**config.mk**
```make
export PLATFORM = sky130hd
export DESIGN_NAME = sadc_conv_timer
export DESIGN_NICKNAME = d
export VERILOG_FILES = /design/src/rtl/sadc_conv_timer.sv
export SDC_FILE = /design/constraint.sdc
export NUM_CORES = 1
export LEC_CHECK = 0
export ABC_AREA = 1
export BUFFER_PORTS_ARGS = -buffer_cell sky130_fd_sc_hd__buf_2
export CAP_MARGIN = 15
export CORE_MARGIN = 1.5
export CORE_UTILIZATION = 52
export DETAILED_ROUTE_END_ITERATION = 12
export PLACE_DENSITY = 0.73
export SYNTH_ARGS = -nofsm -noshare
export SYNTH_HDL_FRONTEND = slang
export SYNTH_SLANG_ARGS = --single-unit
export TNS_END_PERCENT = 20
```
**constraint.sdc**
```tcl
create_clock -name clk -period 1.51 [get_ports clk]
set_clock_uncertainty 0.2 [all_clocks]
set_input_delay 0.151 -clock clk [delete_from_list [all_inputs] [get_ports clk]]
set_output_delay 0.151 -clock clk [all_outputs]
set_load 0.02 [all_outputs]
```
**src/rtl/sadc_conv_timer.sv**
```systemverilog
module sadc_conv_timer #(
   parameter int CONV_CYC = 2100,
   parameter int LATE_CYC = 950
) (
   input  logic clk,
   input  logic rst_n,
   input  logic start,
   output logic busy,
   output logic done,
   output logic late
);
   localparam int            EW    = $clog2(CONV_CYC + 1);
   localparam logic [EW-1:0] ELAST = EW'(CONV_CYC - 1);
   localparam logic [EW-1:0] ELATE = EW'(LATE_CYC);

   logic [EW-1:0] elapsed;

   always_ff @(posedge clk or negedge rst_n) begin
      if (!rst_n) begin
         busy    <= 1'b0;
         elapsed <= '0;
      end else if (start) begin
         busy    <= 1'b1;
         elapsed <= '0;
      end else if (done) begin
         busy    <= 1'b0;
      end else if (busy) begin
         elapsed <= elapsed + 1'b1;
      end
   end

   assign done = busy & (elapsed == ELAST);
   assign late = busy & (elapsed >= ELATE);

   // a window never outlives its length
   assert_window_bound_R5: assert property (@(posedge clk) disable iff (!rst_n)
      busy |-> elapsed <= ELAST);
endmodule

```
* Word level (Yosys, flattened, before mapping)
Index checks and enable logic that the tools add are counted.
W data, S select, Z words.
** Operators by class
- Add/sub/neg operators :: 1
- Multiply operators :: 0
- Divide/modulo/power cells :: 0
- $lt $le $gt $ge :: 1
- Eq/ne operators :: 2
- Shifts and indexed selects :: 0
- Multiplexer cells :: 5
- Bitwise gates (word level) :: 2
- Reduce and logical (&&, ||, !) cells :: 3
** Operators by type and width (count)
- $mux W12 :: 3
- $add A12 B1 Y12 const B :: 1
- $eq A12 B12 Y1 const B :: 1
- $ge A12 B10 Y1 const B :: 1
- $reduce_bool A2 Y1 :: 2
- $and A1 B1 Y1 :: 2
- $mux W1 :: 2
- $ne A2 B2 Y1 const B :: 1
- $reduce_and A2 Y1 :: 1
** Storage, ports and cells
- Flip-flop bits (word level) :: 13
- Bits in latches :: 0
- RAM bits :: 0
- Memory bits (read-only) :: 0
- Input bits :: 3
- Output and inout bits :: 3
- Memories kept :: 0

* Longest topological paths before layout
Gate-level depths: netlist of run 1.
- Word-level depth :: 4
- Gate-level depth with buffers :: 9
- Depth with buffers taken out :: 9

* Worst setup path after synthesis of run 1
Ideal clock, no wire load.
- Kind :: reg2out
- Start point :: reg elapsed[1]
- End point :: out done
- Arrival time :: 1.163 ns
- Setup slack :: -0.004 ns
- Stages on the path, launching flop included :: 6
- Cells stage by stage :: dfrtp_1 -> ha_1 -> nand2_1 -> nor3_1 -> nand3_1 -> nor2_1
** Between the ends
- Cells in the longest elaborated chain, start to end :: 2
** RTL lines
- from (decl) :: line 16 : logic [EW-1:0] elapsed;
- from (signal assigned) :: line 28 : elapsed <= elapsed + 1'b1;
- $eq A12 B12 Y1 :: line 32 : assign done = busy & (elapsed == ELAST);
- $and A1 B1 Y1 :: line 32
- to (decl) :: line 9 : output logic done,
Every way passes these cells.

* Final worst setup path of run 1
- Start point :: reg elapsed[1]
- End point :: out late
** Between the ends
- Cells in the longest elaborated chain, start to end :: 2
** RTL lines
- $ge A12 B10 Y1 :: line 33 : assign late = busy & (elapsed >= ELATE);
- $and A1 B1 Y1 :: line 33
- to (decl) :: line 10 : output logic late
Every way passes these cells.

==> results of run 1 <==
==> stage by stage <==
step | area [um^2] | util, % | hold slack [ns] | worst slack, ns
floorplan | 955.9 | - | -0.3446 | 0.001926
global placement | 1076 | 62.32 | -0.1391 | -0.07319
detailed placement | 1076 | 62.32 | -0.1425 | -0.1337
CTS | 1211 | 70.14 | 0.008445 | -0.3549
global route | 1250 | 72.39 | 0.03300 | -0.4190
finish | 1250 | 72.39 | 0.01542 | -0.3428
==> power by group through the flow <==
stage	combinational (mW)	clock [mW]	sequential, mW
finish	0.0876	0.223	0.369
CTS	0.0735	0.230	0.365
floorplan	0.0345	0	0.367
global route	0.0982	0.240	0.370
global placement	0.0550	0	0.370
detailed placement	0.0561	0	0.370
==> layout by cell type, fill, tap and decap left out, types with 3 or more instances in the layout <==
| cell | count |
|---|---|
| sky130_fd_sc_hd__buf_2 | 3 |
| sky130_fd_sc_hd__buf_4 | 14 |
| sky130_fd_sc_hd__buf_6 | 6 |
| sky130_fd_sc_hd__clkbuf_4 | 3 |
| sky130_fd_sc_hd__dfrtp_1 | 11 |
| sky130_fd_sc_hd__inv_1 | 12 |
| sky130_fd_sc_hd__inv_2 | 5 |
| sky130_fd_sc_hd__nand2_1 | 37 |
| sky130_fd_sc_hd__nand2_2 | 5 |
| sky130_fd_sc_hd__nand2_4 | 3 |
| sky130_fd_sc_hd__nand3_1 | 20 |
| sky130_fd_sc_hd__nand3_2 | 3 |
| sky130_fd_sc_hd__nand4_1 | 3 |
| sky130_fd_sc_hd__nor2_1 | 15 |
| sky130_fd_sc_hd__nor2_2 | 3 |
| sky130_fd_sc_hd__xor2_1 | 5 |
==> routing by layer <==
layer | GRT usage (%) | up-vias | wire length [um]
li1 | - | 482 | -
met1 | 34.72 | 442 | 1078
met2 | 38.87 | 45 | 1148
met3 | 3.571 | 11 | 158
met4 | 16.57 | 0 | 100
met5 | 0 | - | 0
==> tightest hold or removal path, cell delays in order <==
cell                      delay, ns
sky130_fd_sc_hd__buf_2         0.17
sky130_fd_sc_hd__nor2_1        0.07
sky130_fd_sc_hd__nand2_1       0.05
sky130_fd_sc_hd__nand2_1       0.04
==> flip-flops by register name, summed over array words and instances (netlist names) <==
signal and count:
busy 1, elapsed 12
==> timing repair <==
action | CTS | global route
setup endpoints to repair | 15 | 15
buffers inserted | 3 | 3
hold buffers | 1 | 0
gates cloned | 0 | 0
hold endpoints to repair | 13 | 0
pin swaps | 8 | 12
resized for setup | 20 | 10
==> cell usage after synthesis <==
library cell,instances,area (um^2)
sky130_fd_sc_hd__nand2_1,41,153.9
sky130_fd_sc_hd__nand3_1,22,110.1
sky130_fd_sc_hd__nor2_1,17,63.81
sky130_fd_sc_hd__inv_1,14,52.55
sky130_fd_sc_hd__dfrtp_1,13,325.3
sky130_fd_sc_hd__xor2_1,5,43.79
sky130_fd_sc_hd__buf_2,3,15.01
sky130_fd_sc_hd__inv_2,3,11.26
sky130_fd_sc_hd__nand2_2,3,18.77
sky130_fd_sc_hd__nand4_1,3,18.77
sky130_fd_sc_hd__nor2_2,3,18.77
sky130_fd_sc_hd__buf_4,2,15.01
sky130_fd_sc_hd__ha_1,2,25.02
sky130_fd_sc_hd__a21oi_1,1,5.000
sky130_fd_sc_hd__buf_6,1,11.26
sky130_fd_sc_hd__clkinv_1,1,3.750
sky130_fd_sc_hd__nand2_4,1,11.26
sky130_fd_sc_hd__nand3_2,1,10.01
sky130_fd_sc_hd__nor3_1,1,5.000
sky130_fd_sc_hd__nor3_4,1,16.27
sky130_fd_sc_hd__o21ai_0,1,5.000
sky130_fd_sc_hd__o21ai_1,1,5.000
sky130_fd_sc_hd__xnor2_1,1,8.760
==> worst max path at each step <==
stage	start	endpoint	slack (ns)	depth (start not counted)
floorplan	elapsed[1]	elapsed[3]	0.002	8
global placement	elapsed[1]	elapsed[3]	-0.07	8
detailed placement	elapsed[1]	elapsed[11]	-0.13	8
CTS	elapsed[1]	late	-0.35	8
global route	elapsed[0]	late	-0.42	9
finish	elapsed[1]	late	-0.34	8
==> final cells by class <==
cell class	instances	area share, %
clock buffers	3	1.802
repair buffers	24	15.82
inverters	18	5.405
clock inverters	1	0.4004
flip-flops and latches	13	26.23
multi-input cells	104	47.85
well taps	25	2.503
==> cell families (layout without fill, tap and decap cells) <==
| group | count (synthesis) | after routing | share of synthesized area, % |
|---|---|---|---|
| buffers and inverters | 24 | 46 | 11.42 |
| XOR/XNOR | 6 | 6 | 5.512 |
| flip-flops | 13 | 13 | 34.12 |
| AND/OR/NAND/NOR | 93 | 93 | 44.75 |
| AO/OA/AOI/OAI | 3 | 3 | 1.573 |
| adder cells (fa/ha/maj) | 2 | 2 | 2.624 |
==> impl_summary.md, run 1 <==
Detailed routing
In this run the remaining antenna-violating nets after routing total 0. In the final routed layout, each cell accounts on average for 13.22 um. The count of unresolved DRC violations after routing is 0. The first-pass iteration count of the detailed router is 4. The detailed router's first-iteration violation count is 51. After detailed routing, the total wire length is 2486 um. Using the TritonRoute via totals, the vias-per-cell ratio works out to 5.213. The vias after detailed routing is 980.

Cells and area
The fill cell instance count of the final layout is 138. The area of the multi-input gates is 598.1 um^2. The fraction of layout instances using a drive strength above 1 is 33.74%. For this run, the post-layout net count is 169. 0 antenna diodes ended up in the layout. Compared with the post-synthesis result, the final layout area differs by 31.10%. The finished layout holds 188 standard cells, fillers aside. The area taken by flip-flops and latches is 327.8 um^2.

Pwr
Across the VDD grid, the largest voltage drop is 547.0 uV. Power comes to 0.6799 mW. The analysis attributes to net switching a power of 0.1854 mW. In this run, flip-flops and latches consume 54.3% of the power.

Net switching is 27.26% of the power. The total internal power is 0.4945 mW. Power spread over the standard cell area amounts to 544.0 mW/mm^2. The part of the power in combinational logic is 12.9%. The leakage power summed over all cells is 0.6565 nW.

The clock network is responsible for 32.8% of the overall power.

Synthesis
For this run, the number of Yosys warnings is 0. The unique cell type count in the Yosys netlist is 23. Synthesis produced 141 cells. The synthesized design contains 13 register bits. The area of the mapped netlist is 953.4 um^2. Counting every net in the synthesized netlist gives 146. The mean area per synthesized cell is 6.762 um^2. The share of the Yosys chip area taken by registers is 34.12%.

Clock tree
For this design, the sink count on the clock tree is 13. Clock-pin slew was measured on the worst setup and hold paths at 0.08 ns. The total clock buffers created by CTS is 3. The clock insertion delay at the later pin of the skew report is 0.28 ns. No sink is reached through more buffers than the 2 on the longest clock path. The H-tree depth reported by CTS is 1. The cell chosen for the clock root is sky130_fd_sc_hd__clkbuf_4. The CTS tree is built.

Timing
The final worst-path cycle share is 122.7%. The setup TNS is -3.101 ns. The headroom to the max-slew limit is 79.07%. The number of hold violations in the final report is 0. The worst-margin pin slew is 0.3139 ns.

Once routing completed, OpenROAD measured the worst setup slack at -0.3428 ns. The clock period minus worst slack is 1.853 ns. Setup violations remaining at the end of the flow were counted as 15. The achievable frequency is 539.7 MHz. The max-slew violation total from the final report is 0. Setup repair after global routing could not meet its margin everywhere.

Global route
The largest net degree at the start of global routing is 14. The via count of the first global-routing pass is 838. The total routing usage reported by global routing is 25.94%. The first global-routing pass estimated 3788 um of wire.

After global routing the overflow that remains totals 0. The initial antenna violation count was 0.

Status
The final reports fail on negative setup slack. The flow ran to the end, but the final reports show violations.

Floorplan
The overall die width is 45.82 um. The die span in y is 45.82 um. The floorplan has 15 rows.

The starting density of the core is 55.22%. The area of the die is 0.002099 mm^2. 6 I/O pins were placed.

The area of the core region is 0.001727 mm^2.

Placed design
The number of buffers inserted by port buffering is 5. Routability-driven placement finished with a final weighted congestion of 0.9595. The post-placement cell count is 179. The placed wire-length estimate is 1690 um.

Hold path
Counting instances, the worst hold path has a depth of 4. The path with the worst hold slack has its endpoint at elapsed[7]. The worst hold path belongs to the class primary input to register.

The launch instance of the worst min-delay path is start.

Setup path
The start of the worst register-to-register path is elapsed[0]. The setup slack of the worst register-to-register path is -0.24 ns. The delay contributed by the slowest stage of the critical path is 0.46 ns. Walking the worst path, the cells encountered are ha_4 -> nand2_2 -> nand3_2 -> a21oi_2 -> o21ai_1 -> nand2_1 -> inv_1 -> buf_6. The cell class contributing the biggest share of worst-path delay is flip-flops. Together, buffers and inverters on the worst path number 2. STA puts the critical path data required time at 1.16 ns. For the worst flop-to-flop path, the logic depth is 9. The setup path with the least slack is of type register to primary output. The critical path launch point type is a register. The maximum fanout encountered on the critical timing path is 4. STA classifies the critical path endpoint as a primary output. For the worst setup path, the data arrival time is 1.50 ns. The endpoint identified for the worst register-to-register timing path is elapsed[4]. The largest individual stage delay along the critical path comes from the cell sky130_fd_sc_hd__dfrtp_2.

Flow run
The tool flagged a number of max-cap violations equal to 0.
(Power assumes the default switching activity.)
==> run 2, diff against run 1 <==
- CTS_BUF_LIST: default -> sky130_fd_sc_hd__clkbuf_16
==> impl_summary.md, run 2 (same netlist as run 1, synthesis figures left out) <==
Cells and area
The area taken by flip-flops and latches is 326.6 um^2 (-0.38%). The post-route cell area is 0.001294 mm^2 (+3.5%). The largest registers in the layout are elapsed: 12 flops, busy: 1 flops. The register with the most flip-flops in the final layout is elapsed. The final core utilization is 74.93% (+2.5 points). The area of the multi-input gates was 609.3 um^2 (+1.9%). The number of flip-flops under the largest register name is 12 (unchanged). The number of antenna repair diodes came to 0 (unchanged). The fraction of layout instances using a drive strength above 1 is 33.33% (-0.41 points).

The layout-stage area growth over the synthesis result is 35.70%. In the layout the commonest cells are sky130_fd_sc_hd__nand2_1 (36), sky130_fd_sc_hd__nand3_1 (19), sky130_fd_sc_hd__nor2_1 (16). The fill cell instance count of the final layout came to 129 (-6.5%). The number of nets at the end of the flow is 168 (-0.59%).

The most common library cell in the layout ignoring fill and taps is sky130_fd_sc_hd__nand2_1.

Setup path
The critical path is of the register to primary output type. Traced cell by cell, the critical path runs through buf_6 -> ha_4 -> nand2_1 -> nor3_2 -> nand3_1 -> nor2_2 -> buf_6. The critical path launch point type is a register. The critical path's most frequent cell is sky130_fd_sc_hd__buf_6. The slowest stage of the critical path is the sky130_fd_sc_hd__dfrtp_1 cell. Tracing the worst setup path back leads to its startpoint at elapsed[0]. The delay contributed by the slowest stage of the critical path is 0.39 ns (-0.07 ns). In this design, the largest share of critical-path delay is due to simple AND/OR/NAND/NOR gates. In this run the critical register-to-register path is launched from elapsed[0].

The number of buffers and inverters on the critical path was 2 (unchanged). The data required time at the worst endpoint came to 1.16 ns (about the same). The endpoint type of the worst setup path is a primary output. The arrival time of data at the critical path endpoint is 1.54 ns (+0.04 ns). The maximum fanout encountered on the critical timing path is 4 (unchanged).

Detailed routing
The number of antenna-violating nets in the routed design is 0 (unchanged). The count of unresolved DRC violations after routing is 0 (unchanged). The first-pass iteration count of the detailed router is 5 (+1). The via-per-instance ratio came to 5.390 (+3.4%).

The average wire per cell in the routed design is 14.73 um (+11%). The overall routed net length is 2755 um (+11%). The detailed router's first-iteration violation count is 33 (-35%). The vias after detailed routing came to 1008 (+2.9%).

Timing
The final worst-path cycle share is 125.3% (+2.6 points). The setup violation total in the final timing report came to 15 (unchanged). The max-slew violation total from the final report came to 0 (unchanged). The post-route worst setup slack is -0.3820 ns (-0.03922 ns). The clock period minus worst slack is 1.892 ns (+0.03922 ns). The worst-margin pin slew is 0.3015 ns (-0.01237 ns). The achievable frequency is 528.5 MHz (-2.1%). The setup TNS is -2.134 ns (+0.9663 ns). The number of hold violations in the final report came to 0 (unchanged). Setup repair after global routing could not meet its margin everywhere. The headroom to the max-slew limit came to 79.90% (+0.82 points).

Clock tree
The H-tree depth reported by CTS is 1 (unchanged). The clock transition at the registers of the reported paths is 0.05 ns (-0.03 ns). The cell chosen for the clock root is sky130_fd_sc_hd__clkbuf_16. The maximum buffer depth of the clock tree is 2 (unchanged). TritonCTS built the clock tree. The number of clock sinks is 13 (unchanged). The clock insertion delay at the later pin of the skew report is 0.25 ns (-0.03 ns). The total clock buffers created by CTS is 3 (unchanged).

Global route
The total routing usage reported by global routing is 28.57% (+2.6 points). The global-route wire length before repair is 4229 um (+12%). The largest net degree at the start of global routing is 14 (unchanged). The overflow left after global routing is 0 (unchanged). The via count of the first global-routing pass came to 902 (+7.6%). The initial antenna violation count is 0 (unchanged).

Placed design
The placed wire-length estimate is 1690 um (unchanged). The number of buffers inserted by port buffering is 5 (unchanged). The post-placement cell area is 0.001076 mm^2 (unchanged). The final RePlAce weighted congestion came to 0.9595 (unchanged).

The pre-CTS worst setup slack came to -0.1337 ns (unchanged).

Pwr
The total design power came to 0.9630 mW (+42%). The total internal power came to 0.7425 mW (+50%). The fraction of power consumed by sequential logic is 38.2% (-16 points).

The switching component of the power is 0.2204 mW (+19%). The switching share of power is 22.89% (-4.4 points). The part of the power in combinational logic came to 8.4% (-4.5 points). The total power divided by cell area was 744.3 mW/mm^2 (+37%). The clock network power share is 53.4% (+21 points). The maximum ir drop on the vdd rail was 603.2 uV (+10%). The leakage power summed over all cells is 0.6678 nW (+1.7%).

Hold path
The path type of the worst min-delay path is primary input to register. The launch instance of the worst min-delay path is start.

Floorplan
The die span in y was 45.82 um (unchanged). The starting density of the core is 55.22% (unchanged). The overall die width is 45.82 um (unchanged). The area of the die came to 0.002099 mm^2 (unchanged). The row count is 15 (unchanged). The area of the core region came to 0.001727 mm^2 (unchanged). The number of primary I/O pins is 6 (unchanged).

Flow run
The count of maximum capacitance violations was 0 (unchanged).

Status
The checks that failed: negative setup slack. The run finished, with violations left.
-- run 2: worst paths after layout --
path / to / slack [ns] / cells after the start
min: elapsed[1] / 0.07 / 4
max reg2reg: elapsed[8] / -0.21 / 10
max in group asynchronous: elapsed[2] / 0.74 / 2
min in group asynchronous: elapsed[0] / 0.12 / 2
min reg2reg: elapsed[8] / 0.41 / 2
max: done / -0.38 / 7
-- run 2: per-stage QoR --
| stage | hold slack [ns] | cells |
|---|---|---|
| 6_report | 0.06899 | 187 |
| 5_1_grt | 0.08563 | 187 |
| 4_1_cts | 0.06443 | 187 |
| 3_5_place_dp | -0.1425 | 179 |
| 3_3_place_gp | -0.1391 | 179 |
| 2_1_floorplan | -0.3446 | 141 |
-- run 2: worst register-to-register path, stage by stage, from the launching register on --
cell and delay, ns:
sky130_fd_sc_hd__dfrtp_1 0.39, sky130_fd_sc_hd__buf_6 0.12, sky130_fd_sc_hd__ha_4 0.16, sky130_fd_sc_hd__nand3_1 0.17, sky130_fd_sc_hd__nor2_4 0.19, sky130_fd_sc_hd__nand2_1 0.06
sky130_fd_sc_hd__nand2_1 0.08, sky130_fd_sc_hd__nand2_1 0.08, sky130_fd_sc_hd__nor2_1 0.09, sky130_fd_sc_hd__nand2_1 0.05, sky130_fd_sc_hd__nand2_1 0.05
-- run 2: repair_timing --
action                                  4_1_cts  5_1_grt
buffers inserted                              3        0
cloned                                        1        0
endpoints found under the setup margin       15       15
gates resized for setup                      23        7
endpoints found under the hold margin        13        0
hold buffers                                  1        0
pin swaps                                    12        8
-- run 2: metal layers --
| layer | part of all wire (%) | vias to the layer above | GRT usage [%] |
|---|---|---|---|
| met3 | 6.3 | 4 | 4.365 |
| met1 | 44 | 466 | 39.95 |
| met5 | 0 | - | 0 |
| met4 | 0.91 | 0 | 12.57 |
| li1 | - | 485 | - |
| met2 | 49 | 53 | 43.38 |
-- run 2: power by group through the flow --
stage	combinational [mW]	clock (mW)	sequential, mW
after floorplan	0.0345	0	0.367
after global placement	0.0550	0	0.370
after detailed placement	0.0561	0	0.370
after CTS	0.0742	0.507	0.367
after global routing	0.0892	0.533	0.369
final	0.0806	0.514	0.368
-- run 2: layout make-up --
class / instances / share of cell area [%]
inverter: 18 / 5.222
timing repair buffer: 22 / 13.83
clock buffer: 3 / 5.803
tap: 25 / 2.418
clock inverter: 1 / 0.3868
sequential: 13 / 25.24
multi-input combinational: 105 / 47.10
==> run 3, diff against run 2 <==
==> constraint.sdc (replaced) <==
create_clock -name clk -period 1.51 [get_ports clk]
set_clock_uncertainty 0.2 [all_clocks]
set_input_delay 0.2265 -clock clk [delete_from_list [all_inputs] [get_ports clk]]
set_output_delay 0.2265 -clock clk [all_outputs]
set_load 0.02 [all_outputs]
==> impl_summary.md, run 3 (same netlist as run 1, synthesis figures left out) <==
Status
The run finished, with violations left. The checks that failed: negative setup slack.

Timing
The post-route worst setup slack is -0.3955 ns (-0.01352 ns). Setup repair after global routing could not meet its margin everywhere. The worst-margin pin slew is 0.3568 ns (+0.05528 ns).

The final worst-path cycle share is 126.2% (+0.90 points). The clock period minus worst slack is 1.905 ns (+0.01352 ns). The achievable frequency was 524.8 MHz (-0.71%).

The setup violation total in the final timing report is 15 (unchanged). The headroom to the max-slew limit was 76.21% (-3.7 points). The number of hold violations in the final report was 0 (unchanged). The worst hold slack is 0.1512 ns (+0.08222 ns). The max-slew violation total from the final report came to 0 (unchanged).

Clock tree
The maximum buffer depth of the clock tree is 2 (unchanged). The tree is rooted in a sky130_fd_sc_hd__clkbuf_16. The clock insertion delay at the later pin of the skew report was 0.24 ns (about the same). The number of clock sinks is 13 (unchanged). TritonCTS built the clock tree. The total clock buffers created by CTS was 3 (unchanged). The clock transition at the registers of the reported paths is 0.05 ns (about the same).

The H-tree depth reported by CTS is 1 (unchanged).

Cells and area
In the final layout, the registers with the most flip-flops are elapsed: 12 flops, busy: 1 flops. The number of nets at the end of the flow is 177 (+5.4%). The library cell used most frequently in the layout, excluding fill and tap cells, is sky130_fd_sc_hd__nand2_1. The fraction of layout instances using a drive strength above 1 is 35.09% (+1.8 points).

The number of antenna repair diodes is 0 (unchanged). The top register by number of flip-flops is elapsed. In the layout the commonest cells are sky130_fd_sc_hd__nand2_1 (38), sky130_fd_sc_hd__buf_4 (25), sky130_fd_sc_hd__nand3_1 (21).

The post-route cell area is 0.001346 mm^2 (+4.1%). The fill cell instance count of the final layout is 108 (-16%). The number of flip-flops under the largest register name was 12 (unchanged).

The layout-stage area growth over the synthesis result is 41.21%.

Detailed routing
The via-per-instance ratio was 5.403 (+0.24%). The detailed router's first-iteration violation count is 59 (+79%). The first-pass iteration count of the detailed router came to 4 (-1).

The vias after detailed routing was 1059 (+5.1%). The count of unresolved DRC violations after routing is 0 (unchanged). The average wire per cell in the routed design was 14.92 um (+1.3%).

The number of antenna-violating nets in the routed design was 0 (unchanged). The overall routed net length is 2925 um (+6.2%).

Global route
The largest net degree at the start of global routing came to 14 (unchanged). The overflow left after global routing is 0 (unchanged). The initial antenna violation count is 0 (unchanged). The via count of the first global-routing pass is 964 (+6.9%). The total routing usage reported by global routing is 29.83% (+1.3 points). The global-route wire length before repair came to 4347 um (+2.8%).

Floorplan
The number of primary I/O pins was 6 (unchanged). The area of the die was 0.002099 mm^2 (unchanged). The die span in y was 45.82 um (unchanged). The starting density of the core is 55.22% (unchanged). The area of the core region is 0.001727 mm^2 (unchanged). The row count is 15 (unchanged). The overall die width came to 45.82 um (unchanged).

Setup path
The endpoint type of the worst setup path is a primary output. The critical path launch point type is a register. The delay contributed by the slowest stage of the critical path is 0.45 ns (+0.06 ns).

The signal on the critical path passes through ha_4 -> nand2_4 -> nand3_2 -> a21oi_2 -> o21ai_1 -> nand2_1 -> inv_2 -> buf_6. The data required time at the worst endpoint is 1.08 ns (-0.08 ns). The maximum fanout encountered on the critical timing path came to 4 (unchanged).

The arrival time of data at the critical path endpoint is 1.48 ns (-0.06 ns). The type of the worst setup path is register to primary output. On the critical path, the stage with the largest delay is an instance of sky130_fd_sc_hd__dfrtp_2.

Pwr
The leakage power summed over all cells is 0.7303 nW (+9.3%). The total design power is 0.9666 mW (+0.38%). The maximum ir drop on the vdd rail is 610.8 uV (+1.3%). The total power divided by cell area is 718.0 mW/mm^2 (-3.5%).

Placed design
The post-placement cell area is 0.001151 mm^2 (+7.0%). The number of buffers inserted by port buffering is 5 (unchanged). The placed wire-length estimate came to 1790 um (+5.9%). The final RePlAce weighted congestion was 0.9193 (-4.2%).

Hold path
The path type of the worst min-delay path is primary input to register.

Flow run
The count of maximum capacitance violations came to 0 (unchanged).
-- run 3: cell type report --
class	count	area (um^2)	area share, %
inverters	18	67.56	5.019
flip-flops and latches	13	326.6	24.26
clock buffers	3	75.07	5.576
multi-input cells	104	595.6	44.24
well taps	25	31.28	2.323
repair buffers	32	246.5	18.31
clock inverters	1	3.754	0.2788
-- run 3: worst max-delay path: cells and delay by family (launching register included) --
kind / cells / cell delay, ns
DFF: 1 / 0.45
and+or+nand+nor: 3 / 0.23
AOI/OAI and AO/OA: 2 / 0.20
adders and majority gates: 1 / 0.19
buffers and inverters: 2 / 0.17
-- run 3: timing repair --
action | 4_1_cts | 5_1_grt
setup buffers | 2 | 1
pin swaps | 5 | 12
endpoints found under the setup margin | 15 | 15
resized for setup | 12 | 12
hold buffers | 1 | 0
endpoints found under the hold margin | 13 | 0
-- run 3: path summary, 6_finish.rpt --
kind	start	endpoint	slack, ns	cells after the start
setup / recovery	elapsed[1]	late	-0.40	8
hold / removal	start	busy	0.15	3
setup reg to reg	elapsed[0]	elapsed[8]	-0.18	10
hold reg to reg	elapsed[5]	elapsed[5]	0.43	2
max in group asynchronous	rst_n	elapsed[1]	0.62	2
min in group asynchronous	rst_n	elapsed[9]	0.22	2
-- run 3: stage by stage --
stage / instances / util [%] / setup WS [ns] / setup TNS, ns
6_report: 196 / 77.97 / -0.3955 / -2.398
3_5_place_dp: 189 / 66.67 / -0.1666 / -1.900
2_1_floorplan: 141 / - / -0.007867 / -0.007867
3_3_place_gp: 189 / 66.67 / -0.1189 / -1.251
5_1_grt: 196 / 77.97 / -0.4488 / -3.619
4_1_cts: 196 / 75.07 / -0.3795 / -1.909
-- run 3: per-layer routing --
layer / wire length [um] / track usage (%) / vias up
li1: - / - / 498
met3: 196 / 5.159 / 11
met2: 1487 / 48.73 / 51
met1: 1148 / 37.80 / 499
met4: 92 / 14.29 / 0
met5: 0 / 0 / -
-- run 3: power breakdown --
group	internal, mW	switching [mW]	total [mW]
Combinational	0.0468	0.0508	0.0976
Sequential	0.357	0.0143	0.371
Clock	0.349	0.149	0.498
Total	0.753	0.214	0.967
